File: config.mk
export PLATFORM = sky130hd
export DESIGN_NAME = softmax_iter
export DESIGN_NICKNAME = d
export VERILOG_FILES = /design/src/rtl/softmax_iter.sv
export SDC_FILE = /design/constraint.sdc
export NUM_CORES = 2
export LEC_CHECK = 0
export ABC_CLOCK_PERIOD_IN_PS = 20400
export BUFFER_PORTS_ARGS = -buffer_cell sky130_fd_sc_hd__buf_2
export CORE_MARGIN = 2
export CORE_UTILIZATION = 40
export DETAILED_ROUTE_END_ITERATION = 6
export SLEW_MARGIN = 0
export SYNTH_ARGS = -nofsm -noshare
export SYNTH_HDL_FRONTEND = slang
export SYNTH_SLANG_ARGS = --single-unit
File: constraint.sdc
create_clock -name clk -period 20.4 [get_ports clk]
set_input_delay 3.06 -clock clk [delete_from_list [all_inputs] [get_ports clk]]
set_output_delay 3.06 -clock clk [all_outputs]
set_load 0.01 [all_outputs]
File: src/rtl/softmax_iter.sv
module softmax_iter #(
  parameter int LEN = 8,
  parameter int DW  = 16,
  parameter int CW  = 16,
  parameter int FB  = 14,
  localparam int IW = $clog2(LEN),
  localparam int AW = $clog2(DW)
) (
  input  logic          clk,
  input  logic          rst_n,
  input  logic          ld_en,
  input  logic [IW-1:0] ld_idx,
  input  logic [DW-1:0] ld_data,
  input  logic          cw_en,
  input  logic [AW-1:0] cw_addr,
  input  logic [CW-1:0] cw_data,
  input  logic          start,
  output logic          busy,
  output logic          done,
  output logic          out_valid,
  output logic [CW-1:0] out_data
);
  localparam int SW  = CW + IW + 1;
  localparam int CNW = $clog2(CW + 1);
  localparam logic [CW-1:0] ONE = CW'(1) << FB;

  typedef enum logic [2:0] {S_IDLE, S_MAX, S_EXP, S_DIV, S_OUT} st_t;
  st_t state;

  logic [DW-1:0] xv [LEN];
  logic [CW-1:0] cf [DW];
  logic [CW-1:0] ev [LEN];
  logic signed [DW-1:0] mx;
  logic [IW-1:0]  k;
  logic [AW-1:0]  b;
  logic [CNW-1:0] c;
  logic [CW-1:0]  prod;
  logic [SW-1:0]  sum, rem;
  logic [CW:0]    q;

  logic signed [DW-1:0] xk;
  logic [DW-1:0]   mag;
  logic            bit_set;
  logic [2*CW-1:0] mul, rnd;
  logic [CW-1:0]   msat, pnext;
  logic [SW-1:0]   rin;
  logic [SW:0]     trial, rdiff;
  logic            ge;
  logic [CW:0]     qn;
  logic [CW-1:0]   qsat;
  logic            last_k;

  assign xk      = xv[k];
  assign mag     = mx - xk;
  assign bit_set = mag[AW'(DW-1) - b];
  assign mul     = prod * cf[b];
  assign rnd     = (mul + (2*CW)'(1 << (FB-1))) >> FB;
  assign msat    = (|rnd[2*CW-1:CW]) ? '1 : rnd[CW-1:0];
  assign pnext   = bit_set ? msat : prod;

  assign rin   = (c == '0) ? SW'(ev[k] >> 1) : rem;
  assign trial = {rin, (c == '0) ? ev[k][0] : 1'b0};
  assign ge    = trial >= {1'b0, sum};
  assign rdiff = ge ? trial - {1'b0, sum} : trial;
  assign qn    = (c == '0) ? (CW+1)'(ge) : {q[CW-1:0], ge};
  assign qsat  = qn[CW] ? '1 : qn[CW-1:0];
  assign last_k = (k == IW'(LEN-1));

  assign busy      = (state != S_IDLE);
  assign out_valid = (state == S_OUT);
  assign out_data  = out_valid ? ev[k] : '0;

  always_ff @(posedge clk or negedge rst_n) begin
    if (!rst_n) begin
      state <= S_IDLE;
      done  <= 1'b0;
      mx    <= '0;
      k     <= '0;
      b     <= '0;
      c     <= '0;
      prod  <= ONE;
      sum   <= '0;
      rem   <= '0;
      q     <= '0;
      for (int i = 0; i < LEN; i++) begin
        xv[i] <= '0;
        ev[i] <= '0;
      end
      for (int i = 0; i < DW; i++) cf[i] <= '0;
    end else begin
      done <= 1'b0;
      if (state == S_IDLE && ld_en) xv[ld_idx] <= ld_data;
      if (state == S_IDLE && cw_en) cf[cw_addr] <= cw_data;
      case (state)
        S_IDLE: if (start) begin
          state <= S_MAX;
          k     <= '0;
        end
        S_MAX: begin
          if (k == '0 || xk > mx) mx <= xk;
          if (last_k) begin
            k     <= '0;
            b     <= '0;
            prod  <= ONE;
            sum   <= '0;
            state <= S_EXP;
          end else k <= k + 1'b1;
        end
        S_EXP: begin
          if (b == AW'(DW-1)) begin
            ev[k] <= pnext;
            sum   <= sum + SW'(pnext);
            prod  <= ONE;
            b     <= '0;
            if (last_k) begin
              k     <= '0;
              c     <= '0;
              state <= S_DIV;
            end else k <= k + 1'b1;
          end else begin
            prod <= pnext;
            b    <= b + 1'b1;
          end
        end
        S_DIV: begin
          rem <= rdiff[SW-1:0];
          q   <= qn;
          if (c == CNW'(CW)) begin
            ev[k] <= qsat;
            c     <= '0;
            if (last_k) begin
              k     <= '0;
              state <= S_OUT;
            end else k <= k + 1'b1;
          end else c <= c + 1'b1;
        end
        S_OUT: begin
          if (last_k) begin
            k     <= '0;
            done  <= 1'b1;
            state <= S_IDLE;
          end else k <= k + 1'b1;
        end
        default: state <= S_IDLE;
      endcase
    end
  end
endmodule


== Yosys cells after proc, flatten, opt, wreduce, memory -nomap -nowiden ==
Index checks and enable logic that the tools add are counted.

* Input bits: 44
* Register bits after elaboration: 616
* Output and inout port bits: 19

* Multiply operators: 1
* $lt $le $gt $ge: 10
* Multiplexer cells: 60
* Eq/ne operators: 14
* Reduce and logical (&&, ||, !) cells: 22
* Add/sub/neg operators: 8
* Bitwise operators: 4

{| class="wikitable"
|+ Operator list
! operator !! number
|-
| bitwise mux 128 bit || 3
|-
| bitwise mux 256 bit || 1
|-
| two-way mux 128 bit || 2
|-
| case mux 128 bit (2 select lines) || 1
|-
| two-way mux 16 bit || 15
|-
| binary-select mux 16 bit (select 3 bit) || 2
|-
| demux 16 bit (select 3 bit) || 2
|-
| two-way mux 20 bit || 4
|-
| binary-select mux 16 bit (select 4 bit) || 1
|-
| demux 16 bit (select 4 bit) || 1
|-
| case mux 20 bit (2 select lines) || 1
|-
| two-way mux 3 bit || 11
|-
| adder 32 x 14 -> 32 bit (second input constant) || 1
|-
| multiplier 16 x 16 -> 32 bit || 1
|-
| case mux 16 bit (2 select lines) || 1
|-
| greater-or-equal comparator 21 x 20 -> 1 bit || 1
|-
| adder 20 x 16 -> 20 bit || 1
|-
| subtractor 20 bit || 1
|-
| two-way mux 17 bit || 1
|-
| greater-than comparator 16 bit || 1
|-
| subtractor 16 bit || 1
|-
| two-way mux 5 bit || 3
|-
| case mux 3 bit (5 select lines) || 1
|-
| inequality test 2 bit (second input constant) || 6
|-
| 35 further kinds || 56
|}

== Longest topological paths before layout ==
* Word-level depth: 12
* Mapped depth: 44

== Worst setup path after synthesis ==
OpenSTA, ideal clock, no wires.

* Kind: reg-to-reg
* From: register b[0]
* To: register sum[16]
* Setup slack: 10049 ps
* Arrival time: 10223 ps
* Setup time: 128 ps
* Cell stages (with the launch flop): 43
* Buffers on the path: 6
* Cell sequence: dfrtp_1 -> buf_4 -> buf_2 -> buf_1 -> buf_1 -> mux4_2 -> mux4_2 -> buf_2 -> nand2_1 -> fa_1 -> inv_1 -> fa_1 -> fa_1 -> fa_1 -> fa_1 -> inv_1 -> fa_1 -> inv_1 -> (+7 left out) -> a21oi_1 -> nor3_2 -> buf_2 -> o211ai_1 -> o21ai_2 -> inv_1 -> ha_1 -> nor2b_1 -> o21ai_0 -> nand2b_1 -> a21o_1 -> a31o_2 -> a41oi_1 -> a21oi_1 -> a41oi_1 -> a21oi_1 -> xnor2_1 -> nor2_1

* Word-level cells in the longest chain between the ends: 12
* Elaborated cells between the ends (all ways): 18

{| class="wikitable"
|+ Ends and longest elaborated chain
! what !! line !! text
|-
| start: declaration || 35 || <nowiki>logic [AW-1:0] b;</nowiki>
|-
| start signal: assignment || 122 || <nowiki>b <= b + 1'b1;</nowiki>
|-
| inverter 4 -> 5 bit (implied by the code) || 56 || <nowiki>assign mul = prod * cf[b];</nowiki>
|-
| binary-select mux 16 bit (select 4 bit) || 56 ||
|-
| two-way mux 16 bit (implied by the code) (2 in a row) || 56 ||
|-
| multiplier 16 x 16 -> 32 bit || 56 ||
|-
| adder 32 x 14 -> 32 bit || 57 || <nowiki>assign rnd = (mul + (2*CW)'(1 << (FB-1))) >> FB;</nowiki>
|-
| OR reduction 2 bit || 58 || <nowiki>assign msat = (|rnd[2*CW-1:CW]) ? '1 : rnd[CW-1:0];</nowiki>
|-
| two-way mux 16 bit || 58 ||
|-
| two-way mux 16 bit || 59 || <nowiki>assign pnext = bit_set ? msat : prod;</nowiki>
|-
| adder 20 x 16 -> 20 bit || 112 || <nowiki>sum <= sum + SW'(pnext);</nowiki>
|-
| two-way mux 20 bit || 110 || <nowiki>if (b == AW'(DW-1)) begin</nowiki>
|-
| case mux 20 bit (2 select lines) || 94 || <nowiki>case (state)</nowiki>
|-
| end signal: assignment || 112 ||
|-
| end: declaration || 38 || <nowiki>logic [SW-1:0] sum, rem;</nowiki>
|}

Parallel ways exist; a longest one is shown, timed or not. The select of a mux whose other input is x is not followed.
A chain may end at the register's enable or synchronous reset.

== Worst setup path in the final report ==
* From: register b[0]
* To: register sum[18]

Same word-level chain as after synthesis.

==> results.py <==
metrics = {
    "yosys": {
        "yosys.area.top_type": "dfrtp_1",
        "ys_seq_elements": 616,
        "synth_edf_count": 0,
        "synthCells": 3543,
        "yosysWarnings": 0,
        "async_reset_ff_share_pct": 100.0,
        "synthesis.area_mm2": 0.03894,
        "synth_ff_type": "dfrtp_1",
        "synthTopCellsByArea": "dfrtp_1 40%, mux2_2 11%, fa_1 10%, ha_1 5.4%, mux4_2 4.1%",
        "syn_nets": 3953,
        "synthDistinctLibCells": 86,
        "synth_top_area_share_pct": 39.52,
        "ys_seq_area_share_pct": 39.59,
        "syn_avg_cell_area_um2": 10.99,
    },
    "placement": {
        "placed_area_mm2": 0.04065,
        "dp_cells": 4737,
        "pre_cts_ws_ns": 9.012,
        "gp_congestion": 0.8414,
        "io_buffers": 62,
        "dp_hpwl_um": 67650,
    },
    "flow_run": {
        "cap_violations": 0,
    },
    "sta": {
        "clock-skew-final_ns": 0.04454,
        "hold_violations": 0,
        "min_period_over_period_pct": 55.48,
        "fin_ws_ns": 9.082,
        "fin_crit_ns": 11.32,
        "worstMarginPinSlew_ns": 1.178,
        "whs_ns": 0.4707,
        "slew_headroom_pct": 21.47,
        "setup_viol": 0,
        "fmax_mhz": 88.35,
        "rsz0062_at_grt": "false",
        "slew_violations": 0,
        "finalSetupTns_ns": 0,
    },
    "detailed_routing": {
        "final_antenna_net_count": 0,
        "drt_iter0_markers": 1879,
        "via_count": 27080,
        "wire_per_inst_um": 21.22,
        "routed_wl_um": 103300,
        "drcViolationCount": 0,
        "vias_per_cell": 5.563,
        "drt_pre_antenna_iters": 6,
    },
    "clock_network": {
        "cts_tree": "done",
        "cts_buffer_depth": 3,
        "htree_levels": 3,
        "numClockSinks": 616,
        "cts_buffers": 71,
        "cts_resized": 0,
        "hold_buffers": 0,
        "clkLatencyLatePin_ns": 0.64,
        "postCtsSetupBuffers": 0,
        "clkTransAtPathRegs_ns": 0.06,
        "root_buffer": "clkbuf_16",
    },
    "final_layout": {
        "final_cell_mix": "613 x dfrtp_1, 393 x mux2_2, 326 x nand2_1",
        "drive_gt1_share_pct": 21.69,
        "syn2layout_area_growth_pct": 10.59,
        "instances_no_fill": 4868,
        "finish.utilization_pct": 44.60,
        "postLayoutCellArea_mm2": 0.04307,
        "layout.nets": 3944,
        "n_antenna_cell": 0,
        "final_common_cell": "dfrtp_1",
    },
    "floorplanning": {
        "die_width_um": 316.0,
        "dieArea_mm2": 0.09987,
        "io_pins": 63,
        "core_mm2": 0.09657,
        "rows": 114,
        "start_util_pct": 40.33,
        "die_y_um": 316.0,
    },
    "power": {
        "switching_share_pct": 22.41,
        "power_mw": 2.575,
        "clkPwrFrac_pct": 50.9,
        "switchingPower_mw": 0.5771,
        "power_density_mw_per_mm2": 59.79,
        "p_int_mw": 1.998,
        "ir_drop_v": 0.00006346,
        "leakagePower_nw": 20.69,
        "power_frac_comb_pct": 1.6,
        "seqPwrFrac_pct": 47.5,
    },
    "global_routing": {
        "grt_pass1_wl_um": 164600,
        "grt-ovfl-total": 0,
        "grt_pass1_vias": 27930,
        "grt_max_degree": 156,
        "antenna_found_initial": 4,
        "grt_usage_pct": 21.22,
    },
    "worst_setup_path": {
        "rrSetupSlack_ns": 9.08,
        "cp-start-kind": "register",
        "cp.required_ns": 20.90,
        "cp-endpoint": "sum[18]$_DFFE_PN0P_",
        "worstPathMaxFanout": 48,
        "slowest_delay_ns": 0.94,
        "cp_slowest_cell": "dfrtp_4",
        "r2r-end": "sum[18]$_DFFE_PN0P_",
        "ff2ff_path_depth": 39,
        "crit_start": "b[0]$_DFFE_PN0P_",
        "worstPathArrival_ns": 11.82,
        "critical_path.most_common_cell": "fa_1",
        "regToRegStartpoint": "b[0]$_DFFE_PN0P_",
        "criticalPathCategory": "register to register",
        "worstSetupEndpointType": "register",
    },
    "hold_path": {
        "min_path_type": "register to register",
    },
    "outcome": {
        "outcome": "completed",
    },
}
[cell type report]
cell class	instances	area, um^2
Fill cell	9063	53500
Multi-Input combinational cell	2445	21800
Timing Repair Buffer	121	775.7
Tap cell	1276	1597
Clock buffer	104	2132
Clock inverter	27	286.5
Inverter	279	1047
Sequential cell	616	15420
[kinds of logic after synthesis]
logic type / share of synthesized area, %
and+or+nand+nor: 10.87
AOI/OAI and AO/OA: 10.87
DFF: 39.59
muxes: 17.17
buffers and inverters: 4.762
adders and majority gates: 15.56
xor gates and xnor gates: 1.192
[power by group through the flow]
stage | combinational [mW] | sequential, mW | clock, mW
detailed placement | 0.0431 | 1.24 | 0
global placement | 0.0434 | 1.24 | 0
CTS | 0.0433 | 1.22 | 1.34
finish | 0.0415 | 1.22 | 1.31
global route | 0.0481 | 1.22 | 1.39
floorplan | 0.00537 | 1.24 | 0
[synthesized netlist by cell type, types with 7 or more instances]
| library cell | instances |
|---|---|
| o211ai_1 | 8 |
| o221a_2 | 8 |
| xnor2_1 | 36 |
| dfrtp_1 | 615 |
| nand2b_1 | 18 |
| fa_1 | 197 |
| nor2_1 | 149 |
| nand2_1 | 327 |
| and4_1 | 35 |
| o21a_1 | 10 |
| buf_1 | 25 |
| nand3_1 | 38 |
| or2_2 | 8 |
| a22o_1 | 11 |
| mux2_2 | 393 |
| a211oi_1 | 9 |
| o21ai_0 | 143 |
| mux2i_1 | 66 |
| and2_1 | 167 |
| nor2b_1 | 16 |
| o31ai_1 | 15 |
| xor2_1 | 17 |
| inv_1 | 279 |
| or3_1 | 9 |
| nor3_1 | 36 |
| a31oi_1 | 11 |
| a22oi_1 | 135 |
| mux4_2 | 71 |
| buf_2 | 17 |
| ha_1 | 169 |
| and3_1 | 22 |
| o21ai_1 | 7 |
| a21o_1 | 31 |
| nand4_1 | 10 |
| o21ai_2 | 7 |
| a21oi_1 | 171 |
| clkbuf_1 | 156 |
[worst min path at each step]
stage                                    from                  end  slack (ns)  cells after the start
after floorplan           rem[15]$_DFFE_PN0P_  rem[15]$_DFFE_PN0P_        0.44                      2
after global placement    rem[15]$_DFFE_PN0P_  rem[15]$_DFFE_PN0P_        0.46                      2
after detailed placement   rem[0]$_DFFE_PN0P_   rem[0]$_DFFE_PN0P_        0.47                      2
after CTS                  rem[0]$_DFFE_PN0P_   rem[0]$_DFFE_PN0P_        0.48                      2
after global routing      rem[14]$_DFFE_PN0P_  rem[14]$_DFFE_PN0P_        0.50                      2
final                     rem[15]$_DFFE_PN0P_  rem[15]$_DFFE_PN0P_        0.47                      2
[worst max-delay path, delay by kind of cell, from the launching register on]
kind / cells / cell delay [ns]
fa+ha+maj: 9 / 3.87
simple gates: 5 / 0.64
xor+xnor: 1 / 0.13
buf+inv: 6 / 1.02
mux: 2 / 1.30
compound gates: 16 / 3.17
flops: 1 / 0.94
[state kept, by name, summed over array words and instances, names as in the netlist]
signal	flops
prod	16
cf	256
k	3
c	5
ev	128
sum	20
mx	16
done	1
state	3
xv	128
b	4
q	16
rem	20
[metal layers]
metal  global-route usage (%)  vias up  part of all wire (%)
li1                         -    12360                     -
met1                    28.67    13890                    44
met2                    35.05      661                    48
met3                    3.460      161                   5.0
met4                    6.635        4                   2.8
met5                        0        -                 0.020
Power figures use the tool's default switching activity.
